### config.mk
export PLATFORM = sky130hd
export DESIGN_NAME = tune_cmd_rx
export DESIGN_NICKNAME = d
export VERILOG_FILES = /design/src/rtl/tcr_pkg.sv /design/src/rtl/tcr_sync.sv /design/src/rtl/tcr_datapath.sv /design/src/rtl/tcr_control.sv /design/src/rtl/tune_cmd_rx.sv
export SDC_FILE = /design/constraint.sdc
export NUM_CORES = 1
export LEC_CHECK = 0
export ABC_AREA = 1
export BUFFER_PORTS_ARGS = -buffer_cell sky130_fd_sc_hd__buf_2
export CORE_UTILIZATION = 40
export CTS_CLUSTER_DIAMETER = 150
export DETAILED_ROUTE_END_ITERATION = 10
export PLACE_DENSITY_LB_ADDON = 0.15
export REMOVE_ABC_BUFFERS = 1
export SETUP_SLACK_MARGIN = 0.2
export SYNTH_ARGS = -nofsm -noshare
export SYNTH_HDL_FRONTEND = slang
export SYNTH_SLANG_ARGS = --single-unit
### constraint.sdc
create_clock -name clk -period 1.6 [get_ports clk]
set_input_delay 0.32 -clock clk [delete_from_list [all_inputs] [get_ports clk]]
set_output_delay 0.32 -clock clk [all_outputs]
set_load 0.005 [all_outputs]
### src/rtl/tcr_pkg.sv
package tcr_pkg;
  localparam int CMD_W  = 16;
  localparam int BUS_W  = CMD_W / 2;
  localparam int BAND_W = 2;
  localparam int CODE_W = 8;
  localparam int BAND_LSB = CODE_W;
  localparam int PAD_LSB  = CODE_W + BAND_W;

  typedef enum logic [2:0] {
    ST_IDLE, ST_SER, ST_PHI, ST_PLO, ST_EVAL, ST_BUSY
  } tcrState_t;

  // control -> datapath
  typedef struct packed {
    logic clrCnt;
    logic shiftEn;
    logic loadHi;
    logic loadLo;
    logic commit;
    logic setErr;
  } tcrCtrl_t;

  // datapath -> control
  typedef struct packed {
    logic modeKnown;
    logic modeSerial;
    logic strobeFall;
    logic strobeRise;
    logic strobeLow;
    logic sclkRise;
    logic frameFull;
    logic wordValid;
  } tcrStat_t;
endpackage

### src/rtl/tcr_sync.sv
module tcr_sync #(
  parameter int W = 1,
  parameter int STAGES = 2,
  parameter logic [W-1:0] RST_VAL = '0
) (
  input  logic         clk,
  input  logic         rstN,
  input  logic [W-1:0] d,
  output logic [W-1:0] q
);
  logic [W-1:0] stg [STAGES];

  always_ff @(posedge clk or negedge rstN) begin
    if (!rstN) begin
      for (int i = 0; i < STAGES; i++) stg[i] <= RST_VAL;
    end else begin
      stg[0] <= d;
      for (int i = 1; i < STAGES; i++) stg[i] <= stg[i-1];
    end
  end

  assign q = stg[STAGES-1];
endmodule

### src/rtl/tcr_datapath.sv
module tcr_datapath
  import tcr_pkg::*;
#(
  parameter int SYNC_STAGES = 2,
  parameter int FRAME_BITS = CMD_W,
  parameter int SCLK_BIT = 7,
  parameter int MOSI_BIT = 5
) (
  input  logic              clk,
  input  logic              rstN,
  input  logic              strapSerial,
  input  logic              strobeN,
  input  logic [BUS_W-1:0]  parBus,
  input  tcrCtrl_t          ctrl,
  output tcrStat_t          stat,
  output logic              tunePulse,
  output logic [BAND_W-1:0] bandOut,
  output logic [CODE_W-1:0] codeOut,
  output logic              errFlag
);
  localparam int CNT_W = $clog2(FRAME_BITS + 2);

  logic             stbSync, stbPrev;
  logic [BUS_W-1:0] busSync;
  logic             sclkPrev;
  logic             modeSerial, modeKnown;
  logic [CMD_W-1:0] word;
  logic [CNT_W-1:0] bitCnt;

  tcr_sync #(.W(1), .STAGES(SYNC_STAGES), .RST_VAL(1'b1)) stbSync_i (
    .clk(clk), .rstN(rstN), .d(strobeN), .q(stbSync));
  tcr_sync #(.W(BUS_W), .STAGES(SYNC_STAGES), .RST_VAL({BUS_W{1'b1}})) busSync_i (
    .clk(clk), .rstN(rstN), .d(parBus), .q(busSync));

  always_ff @(posedge clk or negedge rstN) begin
    if (!rstN) begin
      stbPrev  <= 1'b1;
      sclkPrev <= 1'b1;
    end else begin
      stbPrev  <= stbSync;
      sclkPrev <= busSync[SCLK_BIT];
    end
  end

  // strap is static: captured once on the first edge after reset
  always_ff @(posedge clk or negedge rstN) begin
    if (!rstN) begin
      modeKnown  <= 1'b0;
      modeSerial <= 1'b0;
    end else if (!modeKnown) begin
      modeKnown  <= 1'b1;
      modeSerial <= strapSerial;
    end
  end

  always_ff @(posedge clk or negedge rstN) begin
    if (!rstN) begin
      word   <= '0;
      bitCnt <= '0;
    end else begin
      if (ctrl.clrCnt) bitCnt <= '0;
      else if (ctrl.shiftEn) begin
        word <= {word[CMD_W-2:0], busSync[MOSI_BIT]};
        if (bitCnt != '1) bitCnt <= bitCnt + 1'b1;
      end
      if (ctrl.loadHi) word[CMD_W-1:BUS_W] <= busSync;
      if (ctrl.loadLo) word[BUS_W-1:0]     <= busSync;
    end
  end

  always_ff @(posedge clk or negedge rstN) begin
    if (!rstN) begin
      tunePulse <= 1'b0;
      bandOut   <= '0;
      codeOut   <= '0;
      errFlag   <= 1'b0;
    end else begin
      tunePulse <= ctrl.commit;
      if (ctrl.commit) begin
        bandOut <= word[BAND_LSB +: BAND_W];
        codeOut <= word[CODE_W-1:0];
        errFlag <= 1'b0;
      end else if (ctrl.setErr) begin
        errFlag <= 1'b1;
      end
    end
  end

  always_comb begin
    stat.modeKnown  = modeKnown;
    stat.modeSerial = modeSerial;
    stat.strobeFall = !stbSync && stbPrev;
    stat.strobeRise = stbSync && !stbPrev;
    stat.strobeLow  = !stbSync;
    stat.sclkRise   = busSync[SCLK_BIT] && !sclkPrev;
    stat.frameFull  = (bitCnt == CNT_W'(FRAME_BITS));
    stat.wordValid  = (word[CMD_W-1:PAD_LSB] == '0) &&
                      (word[BAND_LSB +: BAND_W] != '1);
  end
endmodule

### src/rtl/tcr_control.sv
module tcr_control
  import tcr_pkg::*;
#(
  parameter int ABORT_CYC = 60,
  parameter int BUSY_CYC = 20
) (
  input  logic     clk,
  input  logic     rstN,
  input  tcrStat_t stat,
  output tcrCtrl_t ctrl,
  output logic     readyOut,
  output logic     busyOut
);
  localparam int LOW_W  = $clog2(ABORT_CYC + 1);
  localparam int BUSY_W = $clog2(BUSY_CYC + 1);

  tcrState_t   state, nxt;
  logic [LOW_W-1:0]  lowCnt;
  logic [BUSY_W-1:0] busyCnt;
  logic        lowLong;

  assign lowLong = (lowCnt >= LOW_W'(ABORT_CYC));

  always_comb begin
    nxt  = state;
    ctrl = '0;
    case (state)
      ST_IDLE: if (stat.strobeFall && stat.modeKnown) begin
        ctrl.clrCnt = 1'b1;
        nxt = stat.modeSerial ? ST_SER : ST_PHI;
      end
      ST_SER: begin
        if (stat.strobeRise) nxt = stat.frameFull ? ST_EVAL : ST_IDLE;
        else if (stat.sclkRise) ctrl.shiftEn = 1'b1;
      end
      ST_PHI: if (stat.strobeRise) begin
        ctrl.loadHi = 1'b1;
        nxt = ST_PLO;
      end
      ST_PLO: if (stat.strobeRise) begin
        if (lowLong) nxt = ST_IDLE;
        else begin
          ctrl.loadLo = 1'b1;
          nxt = ST_EVAL;
        end
      end
      ST_EVAL: begin
        if (stat.wordValid) begin
          ctrl.commit = 1'b1;
          nxt = ST_BUSY;
        end else begin
          ctrl.setErr = 1'b1;
          nxt = ST_IDLE;
        end
      end
      ST_BUSY: if (busyCnt == '0) nxt = ST_IDLE;
      default: nxt = ST_IDLE;
    endcase
  end

  always_ff @(posedge clk or negedge rstN) begin
    if (!rstN) begin
      state   <= ST_IDLE;
      lowCnt  <= '0;
      busyCnt <= '0;
    end else begin
      state <= nxt;
      if (!stat.strobeLow) lowCnt <= '0;
      else if (!lowLong)   lowCnt <= lowCnt + 1'b1;
      if (ctrl.commit) busyCnt <= BUSY_W'(BUSY_CYC - 1);
      else if (state == ST_BUSY && busyCnt != '0) busyCnt <= busyCnt - 1'b1;
    end
  end

  assign readyOut = (state != ST_IDLE);
  assign busyOut  = (state == ST_BUSY);
endmodule

### src/rtl/tune_cmd_rx.sv
module tune_cmd_rx
  import tcr_pkg::*;
#(
  parameter int SYNC_STAGES = 2,
  parameter int ABORT_CYC = 60,
  parameter int BUSY_CYC = 20
) (
  input  logic              clk,
  input  logic              rstN,
  input  logic              strapSerial,
  input  logic              strobeN,
  input  logic [BUS_W-1:0]  parBus,
  output logic              readyOut,
  output logic              tunePulse,
  output logic [BAND_W-1:0] bandOut,
  output logic [CODE_W-1:0] codeOut,
  output logic              errFlag,
  output logic              busyOut
);
  tcrCtrl_t ctrl;
  tcrStat_t stat;
  logic     modeSerial, modeKnown;

  tcr_datapath #(.SYNC_STAGES(SYNC_STAGES)) dp_i (
    .clk(clk), .rstN(rstN), .strapSerial(strapSerial), .strobeN(strobeN),
    .parBus(parBus), .ctrl(ctrl), .stat(stat), .tunePulse(tunePulse),
    .bandOut(bandOut), .codeOut(codeOut), .errFlag(errFlag));

  tcr_control #(.ABORT_CYC(ABORT_CYC), .BUSY_CYC(BUSY_CYC)) ctl_i (
    .clk(clk), .rstN(rstN), .stat(stat), .ctrl(ctrl),
    .readyOut(readyOut), .busyOut(busyOut));

  assign modeSerial = stat.modeSerial;
  assign modeKnown  = stat.modeKnown;
endmodule

# Yosys cells after proc, flatten, opt, wreduce, memory -nomap -nowiden
# Index checks and enable logic that the tools add are counted.
dict set report word_totals {
  regBits 69
  inputBits 12
  out_inout_bits 14
  word_cells 98
}
dict set report classes {
  addsub 3
  n_lt_le_gt_ge 1
  n_eq_ne 16
  muxes 36
  reduce_logical 24
}
# op count
set ops {}
lappend ops {{$mux W16} 2}
lappend ops {{$mux W5} 5}
lappend ops {{$mux W3} 8}
lappend ops {{$pmux W3 S6} 1}
lappend ops {{$mux W8} 2}
lappend ops {{$mux W1} 14}
lappend ops {{$mux W6} 2}
lappend ops {{$reduce_bool A2 Y1} 6}
lappend ops {{$ne A2 B1 Y1 const B} 5}
lappend ops {{$ne A2 B2 Y1 const B} 4}
lappend ops {{$add A6 B1 Y6 const B} 1}
lappend ops {{$eq A3 B2 Y1 const B} 2}
lappend ops {{$eq A3 B3 Y1 const B} 2}
lappend ops {{$ge A6 B6 Y1 const B} 1}
lappend ops {{$logic_and A1 B1 Y1} 6}
lappend ops {{$logic_not A6 Y1} 1}
lappend ops {{$reduce_and A2 Y1} 3}
lappend ops {{$add A5 B1 Y5 const B} 1}
lappend ops {{$eq A5 B5 Y1 const B} 1}
lappend ops {{$logic_not A5 Y1} 1}
lappend ops {{$ne A5 B5 Y1 const B} 1}
lappend ops {{$reduce_and A5 Y1} 1}
lappend ops {{$reduce_bool A5 Y1} 1}
lappend ops {{$sub A5 B1 Y5 const B} 1}
lappend ops {{5 further kinds} 8}

# Longest topological paths before layout
dict set report depth {
  depth_word 8
  ltp_mapped 10
  depth_no_buf 10
}

# Modules after synthesis
# A second synthesis with hierarchy kept.
dict set report hier_totals {
  cells_unflattened 341
  area_unflattened_um2 3108.0
}
# mod n_inst cells_each area_per_inst_um2 seq_area_each_um2
set modules_own_cells {}
lappend modules_own_cells {tcr_datapath 1 199 1706.6 928.4}
lappend modules_own_cells {tcr_control 1 116 868.3 350.3}
lappend modules_own_cells {{tcr_sync (dp_i.busSync_i)} 1 24 480.5 420.4}
lappend modules_own_cells {{tcr_sync (dp_i.stbSync_i)} 1 2 52.6 52.6}

# Worst setup path after synthesis
# Ideal clock, no wire load.
dict set report synth_path {
  kind {flip-flop to flip-flop}
  from {register dp_i.bitCnt[0]}
  to {register dp_i.bitCnt[0]}
  setup_time_ns 0.121
  arrival_ns 1.315
  t_required_ns 1.479
  slack_ns 0.164
  stages_incl_launch_ff 7
  path_buffers 0
  period_less_slack_ns 1.436
  cell_sequence {dfrtp_1 > ha_1 > and3_1 > ha_1 > nand3b_1 > nand2_1 > o21ai_1}
}
dict set report synth_between {
  elab_chain_len 4
  elab_cells_between_ends 7
  cone_classes {add/sub: 1; eq/ne: 1; mux: 3; reduce/logical: 2}
}
# item line_no
set synth_lines {}
lappend synth_lines {{start, declared} tcr_datapath.sv:28} ;# logic [CNT_W-1:0] bitCnt;
lappend synth_lines {{start signal, assigned} tcr_datapath.sv:64} ;# if (bitCnt != '1) bitCnt <= bitCnt + 1'b1;
lappend synth_lines {{$add A5 B1 Y5} tcr_datapath.sv:64}
lappend synth_lines {{$mux W5} tcr_datapath.sv:64}
lappend synth_lines {{$mux W5} tcr_datapath.sv:62} ;# else if (ctrl.shiftEn) begin
lappend synth_lines {{$mux W5} tcr_datapath.sv:61} ;# if (ctrl.clrCnt) bitCnt <= '0;
# Parallel ways exist; a longest one is shown, timed or not. The select of a mux whose other input is x is not followed.
# A chain may end at the register's enable or synchronous reset.

# Final worst setup path
dict set report layout_path {
  from {register ctl_i.state[1]}
  to {output readyOut}
}
dict set report layout_between {
  elab_chain_len 1
}
# item line_no
set layout_lines {}
lappend layout_lines {{start, declared} tcr_control.sv:17} ;# tcrState_t state, nxt;
lappend layout_lines {{start signal, assigned} tcr_control.sv:67} ;# state <= nxt;
lappend layout_lines {{$reduce_bool A3 Y1} tcr_control.sv:75} ;# assign readyOut = (state != ST_IDLE);
lappend layout_lines {{end, declared} tune_cmd_rx.sv:13} ;# output logic readyOut,
# No other way between the ends.

==> reports/summary.txt <==
Status: completed
Setup TNS: 0 ns
Seq/Total Area, Yosys: 0.5761
Pins Over Slew Limit: 0
Clock transition at the registers of the reported paths: 0.07 ns
Int Pwr: 4085 uW
Final setup margin: 0.1077 ns
Number of port buffers: 25
Setup CP Type: reg -> out
Reg-to-Reg Start: dp_i.bitCnt[0]
Worst setup SP type: register
Sw power: 2199 uW
Filler Cell Count: 665
Worst-skew pair later-pin latency: 0.35 ns
Worst Clk Skew: 0.01527 ns
Final min period: 1.492 ns
Clk sink count: 69
Core area: 0.007292 sq mm
Vias in the first global route: 2073
Clk root buf: clkbuf_8
Crit Reg-Reg Endpoint: dp_i.bitCnt[2]
Syn_area_per_cell: 9.103 sq um
Unique masters post-synth: 31
Initial Utilization: 0.4170
Die width: 89.19 microns
DR pass1 iterations: 4
Origin of the worst setup path: ctl_i.state[1]
Total Power: 6284 uW
Area leader, netlist: dfrtp_1
Final period utilization: 0.9327
TritonCTS clock tree: built
Seq. cell area: 0.001755 sq mm
Gate power share: 0.356
Largest net degree at the start of global routing: 70
CP endpoint kind: primary output
Via count: 2378
Std-Cell Rows: 31
Syn. warnings: 0
Crit-path cells: inv_4 -> nand2_4 -> nor2_4 -> inv_2 -> buf_2
Via density: 4.737
Num ports: 26
Initial antenna violation count: 0
LEAKAGE: 0.001991 uW
Max IR drop VDD: 0.0006902 V
Yosys reg bits: 69
Area of the multi-input gates: 0.001280 sq mm
Flop pwr share: 0.390
Gate Count Post-Synth: 334
Total grt overflow: 0
Crit-path max cell delay: 0.43 ns
Place WS: 0.04482 ns
Data arrival time of the worst path: 1.17 ns
Most common cell after layout, fill and taps aside: nand2_1
Fmax: 670.1 MHz
HP Class: in -> reg
DP HPWL: 3781 microns
Req. time, crit path: 1.28 ns
Compound-gate portion of the synthesized area: 0.05226
Cell Area, Placed: 0.003334 sq mm
XOR/XNOR share of the synthesized area: 0.01728
Drt drc: 0
Post-synth top area share: 0.4033
CP max-delay cell: dfrtp_2
Ratio of cells with drive above 1 in the final layout: 0.3499
DR iter-0 viols: 93
Mux cell area share after synthesis: 0
Worst setup endpoint: readyOut
Antenna Cells: 0
Max Buffers Root-to-Sink: 2
Simple-gate share of the synthesized area: 0.2700
H-tree level count: 3
Design Area, Final: 0.003988 sq mm
Dominant cells by area after synthesis: dfrtp_1, dfstp_2, nand2_1, nand3_1, inv_1
Worst reg2reg setup slack: 0.11 ns
Final Hold Vio Count: 0
Most frequent cells in the layout: nand2_1, dfrtp_1, nand3_1
RSZ-0062 raised after global routing: true
CTS buffer count: 9
MaxCap Viol Count: 0
Per-cell routed wire length: 13.04 microns
P&R area growth vs syn: 31.15%
Net Sw Frac: 0.3499
Syn Std Cell Area: 0.003040 sq mm
Final Wtd Congestion: 0.7830
Depth of the most critical reg-to-reg path: 7
Post-synthesis adder-cell area fraction: 0.02058
Util after Layout: 0.5468
Largest family of logic cells by synthesized area: simple AND/OR/NAND/NOR gates
GRT Util Overall: 0.1641
Die area: 0.007954 sq mm
Clk pwr share: 0.254
First-pass GRT wire length: 9715 microns
Crit-path max FO: 3
Die height: 89.19 microns
Endpoints failing setup: 0
Detailed Route WL: 6548 microns
Layout Nets: 415
Post-route antenna net violation count: 0
Pwr Density: 1576 mW/mm^2
[critical path: cells and delay by family (launching register included)]
kind / cells / cell delay (ns)
flip-flops: 1 / 0.43
buffers and inverters: 3 / 0.23
AND/OR/NAND/NOR: 2 / 0.17
[what timing repair did]
action / in CTS / in global routing
pin swaps: 5 / 19
gates resized for setup: 17 / 38
setup buffers: 8 / 11
setup endpoints to repair: 19 / 30
endpoints found under the hold margin: 25 / 0
gates cloned: 0 / 5
hold buffers: 1 / 0
[stage by stage]
step                instances  hold WS [ns]
floorplan                 329       0.02441
global placement          461        0.3462
detailed placement        461        0.3468
CTS                       486       0.05089
global route              502       0.04953
finish                    502       0.06809
[flip-flops by register name, summed over array words and instances, names as in the netlist, 2 cells and up]
name and count:
dp_i.word 16, dp_i.busSync_i.stg 8, dp_i.codeOut 8, ctl_i.busyCnt 5, dp_i.bandOut 2, ctl_i.lowCnt 6, dp_i.bitCnt 5, dp_i.busSync_i.q 8
ctl_i.state 3
[cell type report]
class / instances / share of cell area
sequential: 69 / 0.4402
multi-input combinational: 221 / 0.3210
timing repair buffer: 57 / 0.1111
inverter: 40 / 0.04016
clock buffer: 11 / 0.03546
tap: 99 / 0.03106
clock inverter: 5 / 0.02102
[power groups by stage]
stage	clock [uW]	combinational, uW	sequential, uW
CTS	1630	1780	2440
detailed placement	0	1550	2480
floorplan	0	1090	2450
global placement	0	1530	2480
global route	1700	2520	2510
finish	1600	2240	2450
[cells in the mapped netlist (all sizes together)]
cell type,count
or2,1
and3,1
conb,1
xor2,4
ha,5
nand3b,2
nor3b,1
dfstp,20
inv,39
nand2,90
clkinv,1
buf,5
xnor2,2
o211ai,1
nand3,47
a21oi,2
a31oi,1
dfrtp,49
nor2,35
o21ai,27
[metal layers]
layer | vias to the layer above | GRT usage | part of all wire
met5 | - | 0 | 0
met4 | 0 | 0.08658 | 0.015
met3 | 8 | 0.03324 | 0.031
met2 | 36 | 0.2339 | 0.48
met1 | 1145 | 0.2357 | 0.48
li1 | 1189 | - | -
[cell families (layout without fill, tap and decap cells)]
group,count (synthesis),in the layout
simple gates,177,178
compound gates,31,31
fa+ha+maj,5,5
buf+inv,45,113
xor+xnor,6,6
flops,69,69
other cells,1,1
[worst min-delay path by stage]
stage                           startpoint                endpoint  slack, ns  depth (start not counted)
CTS                              parBus[5]  dp_i.busSync_i.stg[13]       0.05                          1
global route                     parBus[5]  dp_i.busSync_i.stg[13]       0.05                          1
detailed placement  dp_i.busSync_i.stg[10]     dp_i.busSync_i.q[2]       0.35                          0
finish                           parBus[5]  dp_i.busSync_i.stg[13]       0.07                          1
floorplan                             rstN        ctl_i.busyCnt[0]       0.02                          0
global placement     dp_i.busSync_i.stg[8]     dp_i.busSync_i.q[0]       0.35                          0
Note: power is estimated with default switching activity, not from simulation.
